<file path="src/rtl/pc_stack_ctrl.sv">
module pc_stack_ctrl #(
  parameter int PC_W       = 12,
  parameter int SP_W       = 3,
  parameter int ST_W       = 4,
  parameter int AW         = 8,
  parameter int STACK_BASE = 8,
  parameter int INTR_VEC   = 3
) (
  input  logic            clk,
  input  logic            rst_n,
  input  logic            do_call,
  input  logic            do_intr,
  input  logic            do_ret,
  input  logic            do_retr,
  input  logic            pc_step,
  input  logic [PC_W-1:0] jmp_tgt,
  input  logic            st_we,
  input  logic [ST_W-1:0] st_wd,
  output logic            ram_we,
  output logic            ram_re,
  output logic [AW-1:0]   ram_addr,
  output logic [7:0]      ram_wdata,
  input  logic [7:0]      ram_rdata,
  output logic [PC_W-1:0] pc_o,
  output logic [SP_W-1:0] sp_o,
  output logic [ST_W-1:0] st_o,
  output logic            busy
);
  localparam int DW   = 8;
  localparam int HI_W = PC_W - DW;

  typedef enum logic [2:0] {S_IDLE, S_WLO, S_WHI, S_RLO, S_RHI, S_RFIN} state_t;

  state_t            state;
  logic [PC_W-1:0]   pc, tgt;
  logic [SP_W-1:0]   sp;
  logic [ST_W-1:0]   st;
  logic [DW-1:0]     lo_byte;
  logic              restore;
  logic              go_push, go_pop, odd;
  logic [AW-1:0]     slot;

  assign go_push = do_intr | do_call;
  assign go_pop  = do_retr | do_ret;

  always_ff @(posedge clk or negedge rst_n) begin
    if (!rst_n) begin
      state   <= S_IDLE;
      pc      <= '0;
      tgt     <= '0;
      sp      <= '0;
      st      <= '0;
      lo_byte <= '0;
      restore <= 1'b0;
    end else begin
      case (state)
        S_IDLE: begin
          if (go_push) begin
            tgt   <= do_intr ? PC_W'(INTR_VEC) : jmp_tgt;
            state <= S_WLO;
          end else if (go_pop) begin
            sp      <= sp - 1'b1;
            restore <= do_retr;
            state   <= S_RLO;
          end else begin
            if (pc_step) pc <= pc + 1'b1;
            if (st_we)   st <= st_wd;
          end
        end
        S_WLO: state <= S_WHI;
        S_WHI: begin
          sp    <= sp + 1'b1;
          pc    <= tgt;
          state <= S_IDLE;
        end
        S_RLO: state <= S_RHI;
        S_RHI: begin
          lo_byte <= ram_rdata;
          state   <= S_RFIN;
        end
        S_RFIN: begin
          pc <= {ram_rdata[HI_W-1:0], lo_byte};
          if (restore) st <= ram_rdata[DW-1 -: ST_W];
          state <= S_IDLE;
        end
        default: state <= S_IDLE;
      endcase
    end
  end

  assign odd       = (state == S_WHI) || (state == S_RHI);
  assign slot      = AW'(STACK_BASE) + AW'({sp, 1'b0});
  assign ram_we    = (state == S_WLO) || (state == S_WHI);
  assign ram_re    = (state == S_RLO) || (state == S_RHI);
  assign ram_addr  = (ram_we || ram_re) ? (slot | AW'(odd)) : '0;
  assign ram_wdata = (state == S_WHI) ? {st, pc[PC_W-1:DW]} : pc[DW-1:0];
  assign pc_o      = pc;
  assign sp_o      = sp;
  assign st_o      = st;
  assign busy      = (state != S_IDLE);
endmodule

</file>
<file path="config.mk">
export PLATFORM = sky130hd
export DESIGN_NAME = pc_stack_ctrl
export DESIGN_NICKNAME = d
export VERILOG_FILES = /design/src/rtl/pc_stack_ctrl.sv
export SDC_FILE = /design/constraint.sdc
export NUM_CORES = 1
export LEC_CHECK = 0
export BUFFER_PORTS_ARGS = -buffer_cell sky130_fd_sc_hd__buf_2
export CAP_MARGIN = 5
export CORE_ASPECT_RATIO = 0.6
export CORE_UTILIZATION = 25
export CTS_CLUSTER_SIZE = 14
export DETAILED_ROUTE_END_ITERATION = 12
export SYNTH_ARGS = -nofsm -noshare
export SYNTH_HDL_FRONTEND = slang
export SYNTH_SLANG_ARGS = --single-unit
</file>
<file path="constraint.sdc">
create_clock -name clk -period 1.8 [get_ports clk]
set_input_delay 0.09 -clock clk [delete_from_list [all_inputs] [get_ports clk]]
set_output_delay 0.09 -clock clk [all_outputs]
set_load 0.05 [all_outputs]
</file>
=== Word-level counts from Yosys, hierarchy flattened ===
Index checks and enable logic that the tools add are counted.

* Memory bits (writable): 0
* Input port bits: 32
* Memory bits (read-only): 0
* Latch bits: 0
* Memories kept: 0
* Flip-flop bits (word level): 43
* Output and inout bits: 38
* Logic and storage cells: 59

* Multiplexer cells: 18
* Multipliers: 0
* Shift operators: 0
* Add/subtract/negate cells: 4
* Bitwise gates (word level): 4
* Eq/ne operators: 12
* Reductions and logical operators: 14
* Divide/modulo/power cells: 0
* Order comparisons: 0

{| class="wikitable"
|+ Operators with widths
! cell !! count
|-
| $mux W12 || 4
|-
| $pmux W12 S3 || 1
|-
| $mux W4 || 4
|-
| $add A12 B1 Y12 const B || 1
|-
| $mux W3 || 4
|-
| $ne A2 B2 Y1 const B || 6
|-
| $pmux W3 S4 || 1
|-
| $mux W8 || 1
|-
| $pmux W4 S2 || 1
|-
| $eq A3 B2 Y1 const B || 2
|-
| $eq A3 B3 Y1 const B || 2
|-
| $pmux W3 S2 || 1
|-
| $reduce_and A3 Y1 || 2
|-
| $reduce_bool A3 Y1 || 2
|-
| $add A4 B4 Y5 const A || 1
|-
| $mux W5 || 1
|-
| $or A5 B1 Y5 || 1
|-
| $reduce_and A5 Y1 || 1
|-
| $logic_or A1 B1 Y1 || 4
|-
| $reduce_and A4 Y1 || 1
|-
| $reduce_bool A2 Y1 || 2
|-
| $add A3 B1 Y3 const B || 1
|-
| $eq A3 B1 Y1 const B || 1
|-
| $logic_not A3 Y1 || 1
|-
| 5 further kinds || 6
|}

=== Depth between registers and ports, before layout ===
Gate-level depths: netlist of the first run.

* Depth after elaboration: 5
* Gate-level depth with buffers: 9
* Mapped depth without buffers: 6

=== Worst setup path after synthesis of the first run ===
No wires, ideal clock.

* Path type: register to output
* From: register state[0]
* To: output ram_addr[3]
* Setup slack: -0.597 ns
* Data arrival time: 2.307 ns
* Cell stages (with the launch flop): 6
* Data required time: 1.710 ns
* Cells stage by stage: dfrtp_1 buf_2 nand2_1 o21bai_1 or2_2 nor2b_1

* Longest elaborated chain between the ends: 4

{| class="wikitable"
|+ Ends and longest elaborated chain
! what !! line !! text
|-
| start, declared || 34 || <nowiki>state_t state;</nowiki>
|-
| start signal, assigned || 48 || <nowiki>state <= S_IDLE;</nowiki>
|-
| start signal, assigned || 60 || <nowiki>state <= S_WLO;</nowiki>
|-
| start signal, assigned || 64 || <nowiki>state <= S_RLO;</nowiki>
|-
| $eq A3 B2 Y1 / $eq A3 B3 Y1 (equally long branches) || 94 || <nowiki>assign ram_re = (state == S_RLO) || (state == S_RHI);</nowiki>
|-
| $logic_or A1 B1 Y1 (*) || 94 ||
|-
| named net ram_re || 20 || <nowiki>output logic ram_re,</nowiki>
|-
| $logic_or A1 B1 Y1 (*) || 95 || <nowiki>assign ram_addr = (ram_we || ram_re) ? (slot | AW'(odd)) : '0;</nowiki>
|-
| $mux W5 (*) || 95 ||
|-
| end, declared || 21 || <nowiki>output logic [AW-1:0] ram_addr,</nowiki>
|}

Mark *: on every way through the listed nets, which the timed path passes. The rest lies on a longest branch.

=== Worst setup path after layout of the first run ===
* From: register state[1]
* To: register pc[3] (netlist: pc_o[3])

* Longest elaborated chain between the ends: 3

{| class="wikitable"
|+ Ends and longest elaborated chain
! what !! line !! text
|-
| $eq A3 B2 Y1 (tied with other cells) || 56 || <nowiki>case (state)</nowiki>
|-
| $reduce_bool A3 Y1 (no source line) / $ne A2 B2 Y1 (equally long branches) || - ||
|-
| $reduce_and A4 Y1 (no source line) || - ||
|-
| end signal, assigned || 66 || <nowiki>if (pc_step) pc <= pc + 1'b1;</nowiki>
|-
| end signal, assigned || 73 || <nowiki>pc <= tgt;</nowiki>
|-
| end signal, assigned || 82 || <nowiki>pc <= {ram_rdata[HI_W-1:0], lo_byte};</nowiki>
|-
| end, declared || 35 || <nowiki>logic [PC_W-1:0] pc, tgt;</nowiki>
|}

Several ways; a longest one is shown, not always the timed one.
A chain may end at the register's enable or synchronous reset.

==> impl_results.md, run 1 <==
* Initial Util at 0.260
* Most Crowded Layer GR: met1
* Pin count of the biggest net entering global routing at 25
* Vias after detailed routing at roughly 2200
* TNS Setup at -0.203 ns
* # diodes at 0
* Average via count per standard cell at 4.81
* Routed WL at 7460 um
* CTS Root Buffer Type: clkbuf_16
* Slew @ Worst Pin at between 0.5 and 0.6 ns
* Period utilization at 1.03
* # H-tree levels at 2
* Hold WC Path Type: input port to flip-flop
* Violated checks: setup timing
* Antenna-violating nets left at 0
* CTS Sinks at 43
* Placer Congestion at 0.846
* Worst setup EP type: flip-flop
* I/O Buffers at 66
* Worst slack, placed at -0.0835 ns
* Crit path arrival time at 2.02 ns
* Clk slew on worst S/H paths at 0.07 ns
* YS warnings at 0
* First-pass GRT wire length at 11600 um
* CTS tree: yes
* Grt ovf at 0
* Max cap viols at 0
* Most used cell, CP: buf_6
* Synth cell types at 45
* Share of layout cells above drive strength 1 at 0.495
* Slew HR at 0.604
* Synthesized area at 2410 um2
* Part of the Yosys area used for sequential elements at 0.447
* Site Rows at 27
* Pins Over Slew Limit at 0
* Syn Area/Cell at 10.1 um2
* Max Fclk at between 0.5 and 0.6 GHz
* Initial DRC count at 146
* Die height at 78.0 um
* Setup CP Type: flip-flop to flip-flop
* Run status: finished with violations
* Hold Violations, Final at 0
* P&R area growth vs syn at 44.7%
* Commonest non-fill, non-tap cell in the layout: buf_2
* Final Util at 0.376
* Routed len/inst at 16.2 um
* Total track usage at 0.152
* CP startpoint kind: flip-flop
* Final WS setup at -0.0510 ns
* DRC viols at 0
* Syn Inst Count at around 240
* RSZ-0062 raised after global routing: yes
* # IOs at 70
* Critical Path Fanout Max at 5
* Met1 GRT Util at 0.237
* NumNets Final at between 300 and 400
* Die footprint at around 10000 um2
* Number of synthesized flops with an enable pin at 0
* Clk_skew at 0.00672 ns
* Final setup viols at 8
* Number of global-route vias before repair at 2125
* Crit-path cells: nor3b_4, buf_6, buf_6, buf_2, buf_4, a22oi_2, o21ai_1, mux2_4
* Clock Latency Late Sink at 0.29 ns
* Slowest stage cell, crit path: dfrtp_2
* Core area at 9260 um2
* Die width at 129 um
* Clk buf depth at 2
* Initial antenna violation count at 0
* First-pass detailed-route iteration total at 5
* WP data required at 1.97 ns
* Minimum clock period at 1.85 ns
* Ys flop type: dfrtp_1
* HPWL after DPL at 5580 um
* Async SR Flop Fraction at 1.00
* Met2 Track Usage GR at 0.205
* Hold slack at 0.0327 ns
* Inserted Clock Buffers at 5
* Most frequent cells in the layout: buf_2 (55), dfrtp_1 (38), nand2_1 (32), buf_4 (26), mux2_2 (18)
* M3 GR Usage at 0.0382
* Synth Register Bits at 43
* Crit path largest cell delay at 0.44 ns
==> kinds of logic (layout without fill, tap and decap cells) <==
| group | Yosys count | count (layout) | synth area share |
|---|---|---|---|
| multiplexers | 26 | 26 | 0.126 |
| flip-flops | 43 | 43 | 0.447 |
| AND/OR/NAND/NOR | 86 | 86 | 0.183 |
| AO/OA/AOI/OAI | 49 | 49 | 0.151 |
| adder cells (fa/ha/maj) | 2 | 2 | 0.0135 |
| buffers and inverters | 26 | 114 | 0.0567 |
| XOR/XNOR | 6 | 6 | 0.0218 |
| other | 1 | 3 | 0.00156 |
==> state kept, by name, summed over array words and instances (netlist names) <==
| signal | flops |
|---|---|
| state | 3 |
| tgt | 12 |
| pc_o | 12 |
| sp_o | 3 |
| st_o | 4 |
| lo_byte | 8 |
| restore | 1 |
==> stage by stage <==
step / cells / instance area, um2
detailed placement: 440 / 3010
global placement: 440 / 3010
finish: 459 / 3480
floorplan: 241 / 2450
CTS: 454 / 3380
global route: 459 / 3480
==> final timing paths <==
path,end,slack (ns),depth (start not counted),start
hold reg to reg,tgt[1],0.48,2,tgt[1]
hold / removal,tgt[4],0.03,3,jmp_tgt[4]
min in group asynchronous,sp_o[0],0.31,2,rst_n
max in group asynchronous,lo_byte[2],0.80,3,rst_n
setup / recovery,pc_o[3],-0.05,8,state[1]
setup reg to reg,pc_o[3],-0.05,8,state[1]
==> synthesized netlist by cell type (6+ instances only) <==
cell type	n	share of area
a22oi_1	8	0.025
inv_1	6	0.0094
o21ai_0	10	0.021
nor3_1	11	0.023
nand3b_1	10	0.031
buf_2	7	0.015
mux2_2	22	0.10
clkbuf_1	7	0.011
nor2_1	10	0.016
dfrtp_1	43	0.45
o211ai_1	7	0.022
nand2_1	33	0.051
==> layout make-up <==
| class | instances | area [um2] |
|---|---|---|
| fillers | 962 | 5770 |
| flip-flops and latches | 43 | 1080 |
| clock inverters | 3 | 47.5 |
| repair buffers | 100 | 716 |
| clock buffers | 5 | 125 |
| multi-input cells | 172 | 1330 |
| inverters | 6 | 22.5 |
| well taps | 130 | 163 |
==> metal layers <==
| metal | vias up | routed length [um] |
|---|---|---|
| li1 | 1045 | - |
| met1 | 1082 | 3930 |
| met2 | 80 | 3010 |
| met3 | 2 | 493 |
| met4 | 0 | 21 |
| met5 | - | 0 |
==> worst max-delay path: cells and delay by family (launching register included) <==
kind / cells / cell delay, ns
buffers and inverters: 4 / 0.53
AOI/OAI and AO/OA: 2 / 0.32
and+or+nand+nor: 1 / 0.18
muxes: 1 / 0.26
DFF: 1 / 0.44
==> repair_timing <==
item | 4_1_cts | 5_1_grt
resized for setup | 44 | 20
hold endpoints to repair | 20 | 0
cloned | 0 | 1
buffers inserted | 5 | 5
pin swaps | 3 | 13
setup endpoints to repair | 25 | 33
hold buffers | 1 | 0
Power of run 1 is not shown: default switching activity piles up to over one toggle a cycle in this logic, so the estimate is an artifact.
==> run 2, diff against run 1 <==
- ABC_AREA: default -> 1
==> impl_results.md, run 2 <==
* Run status: finished, final reports clean
* Hold WC Path Type: input port to flip-flop
* Routed WL at 7190 um (-3.6%)
* Die footprint at 10200 um2 (+1.9%)
* YS warnings at 0 (unchanged)
* Minimum clock period at 1.73 ns (-0.126 ns)
* DRC viols at 0 (unchanged)
* NumNets Final at 452 (+25%)
* Average via count per standard cell at 4.38 (-9.0%)
* Clk_skew at 0.00405 ns (-0.00268 ns)
* # diodes at 0 (unchanged)
* Slew HR at 0.624 (+0.0194)
* Pin count of the biggest net entering global routing at 44 (+76%)
* Share of the synthesized area in the top cell type at 0.439 (-0.00843)
* First-pass GRT wire length at 11800 um (+1.7%)
* HPWL after DPL at 5520 um (-1.0%)
* Part of the Yosys area used for sequential elements at 0.439 (-0.00843)
* Max cap viols at 0 (unchanged)
* Site Rows at 27 (unchanged)
* Setup CP Type: flip-flop to output port
* Final setup viols at 0 (-8)
* Clk slew on worst S/H paths at 0.06 ns (about the same)
* Delay-heaviest family, CP: buffers and inverters
* CTS Root Buffer Type: clkbuf_16
* Core area at 9360 um2 (+1.1%)
* Routed len/inst at 13.1 um (-19%)
* # IOs at 70 (unchanged)
* Inserted Clock Buffers at 5 (unchanged)
* Total track usage at 0.154 (+0.00226)
* Initial antenna violation count at 0 (unchanged)
* Crit-path cells: inv_1, nor3_4, inv_2, nand2_2, nor2_1, buf_4, nor2_2, buf_6
* Critical Path Fanout Max at 4 (-1)
* Vias after detailed routing at 2405 (+8.9%)
* Most frequent cell after synthesis: nand2_1
* Initial DRC count at 138 (-5.5%)
* Initial Util at 0.262 (+0.00213)
* Period utilization at 0.958 (-0.0698)
* Most frequent cells in the layout: nand2_1 (109), buf_2 (54), dfrtp_1 (41), o21ai_0 (34), inv_1 (31)
* # H-tree levels at 2 (unchanged)
* Clock Latency Late Sink at 0.30 ns (about the same)
* Worst setup EP type: output port
* Ys flop type: dfrtp_1
* Synth area leaders: dfrtp_1 (44%), nand2_1 (17%), o21ai_0 (7.5%), nand3_1 (5.9%), inv_1 (4.9%)
* Syn Area/Cell at 7.20 um2 (-29%)
* WP data required at 1.71 ns (-0.26 ns)
* P&R area growth vs syn at 32.6%
* Crit path arrival time at 1.64 ns (-0.38 ns)
* CP startpoint kind: flip-flop
* Crit path largest cell delay at 0.35 ns (-0.09 ns)
* CTS Sinks at 43 (unchanged)
* Max Fclk at 0.580 GHz (+7.3%)
* Syn Inst Count at 341 (+43%)
* Async SR Flop Fraction at 1.00 (unchanged)
* Die width at 130 um (+0.94%)
* Area leader, netlist: dfrtp_1
* Slew @ Worst Pin at 0.565 ns (-0.0237 ns)
* # fillers at 1003 (+4.3%)
* Synthesized area at 2450 um2 (+1.9%)
* Antenna-violating nets left at 0 (unchanged)
* Hold slack at 0.0191 ns (-0.0136 ns)
* Commonest non-fill, non-tap cell in the layout: nand2_1
* Pins Over Slew Limit at 0 (unchanged)
* Die height at 78.7 um (+0.93%)
* Hold Violations, Final at 0 (unchanged)
* Clk buf depth at 2 (unchanged)
* Number of synthesized flops with an enable pin at 0 (unchanged)
* I/O Buffers at 66 (unchanged)
* Placer Congestion at 0.807 (-4.6%)
* Worst Path Buf+Inv at 4 (unchanged)
* Number of global-route vias before repair at 2352 (+11%)
* CTS tree: yes
* Synth Register Bits at 43 (unchanged)
* Synth top cells by count: nand2_1 (110), dfrtp_1 (43), o21ai_0 (37)
* Grt ovf at 0 (unchanged)
* Share of layout cells above drive strength 1 at 0.277 (-0.219)
* Synth cell types at 33 (-27%)
* Slowest stage cell, crit path: dfrtp_1
* First-pass detailed-route iteration total at 5 (unchanged)
## run 2: timing repair
| item | CTS | global route |
|---|---|---|
| buffers inserted | 0 | 2 |
| hold buffers | 1 | 0 |
| pin swaps | 0 | 1 |
| gates resized for setup | 7 | 21 |
| endpoints found under the setup margin | 6 | 12 |
| endpoints found under the hold margin | 43 | 0 |
## run 2: worst paths after layout
kind                       depth (start not counted)     endpoint       start  slack [ns]
setup / recovery                                   8  ram_addr[1]    state[2]        0.07
hold / removal                                     3       tgt[1]  jmp_tgt[1]        0.02
min in group asynchronous                          3      sp_o[0]       rst_n        0.41
max in group asynchronous                          3     state[0]       rst_n        0.97
setup reg to reg                                   7      sp_o[2]    state[1]        0.08
hold reg to reg                                    2   lo_byte[0]  lo_byte[0]        0.49
## run 2: area by class of cell
cell class	count	area (um2)	share of cell area
multi-input cells	248	1210	0.371
flip-flops and latches	43	1080	0.332
repair buffers	80	479	0.147
well taps	130	163	0.0500
inverters	40	153	0.0469
clock buffers	6	139	0.0427
clock inverters	2	35.0	0.0108
## run 2: logic make-up after synthesis
| kind of cell | after synthesis | synth area share |
|---|---|---|
| AND/OR/NAND/NOR | 183 | 0.321 |
| AO/OA/AOI/OAI | 58 | 0.125 |
| buffers and inverters | 52 | 0.0933 |
| flip-flops | 43 | 0.439 |
| XOR/XNOR | 2 | 0.00714 |
| adder cells (fa/ha/maj) | 2 | 0.0133 |
| other | 1 | 0.00153 |
## run 2: routing by layer
layer	share of wire	vias up	GRT usage
li1	-	1236	-
met1	0.51	1072	0.229
met2	0.38	85	0.213
met3	0.091	12	0.0371
met4	0.018	0	0.0535
met5	0	-	0
## run 2: worst min-delay path, stage by stage
cell     delay, ns
buf_2         0.07
o21ai_0       0.06
nand2_1       0.06
## run 2: metrics by stage
stage          cells  utilization  setup slack [ns]  setup TNS, ns  cell area (um2)
2_1_floorplan    343            -            -0.284          -2.31             2490
3_3_place_gp     538        0.320             0.198              0             2990
3_5_place_dp     538        0.320             0.138              0             2990
4_1_cts          547        0.341           0.00460              0             3190
5_1_grt          549        0.348           -0.0127        -0.0270             3250
6_report         549        0.348            0.0747              0             3250
Power of run 2 is left out for the same reason.
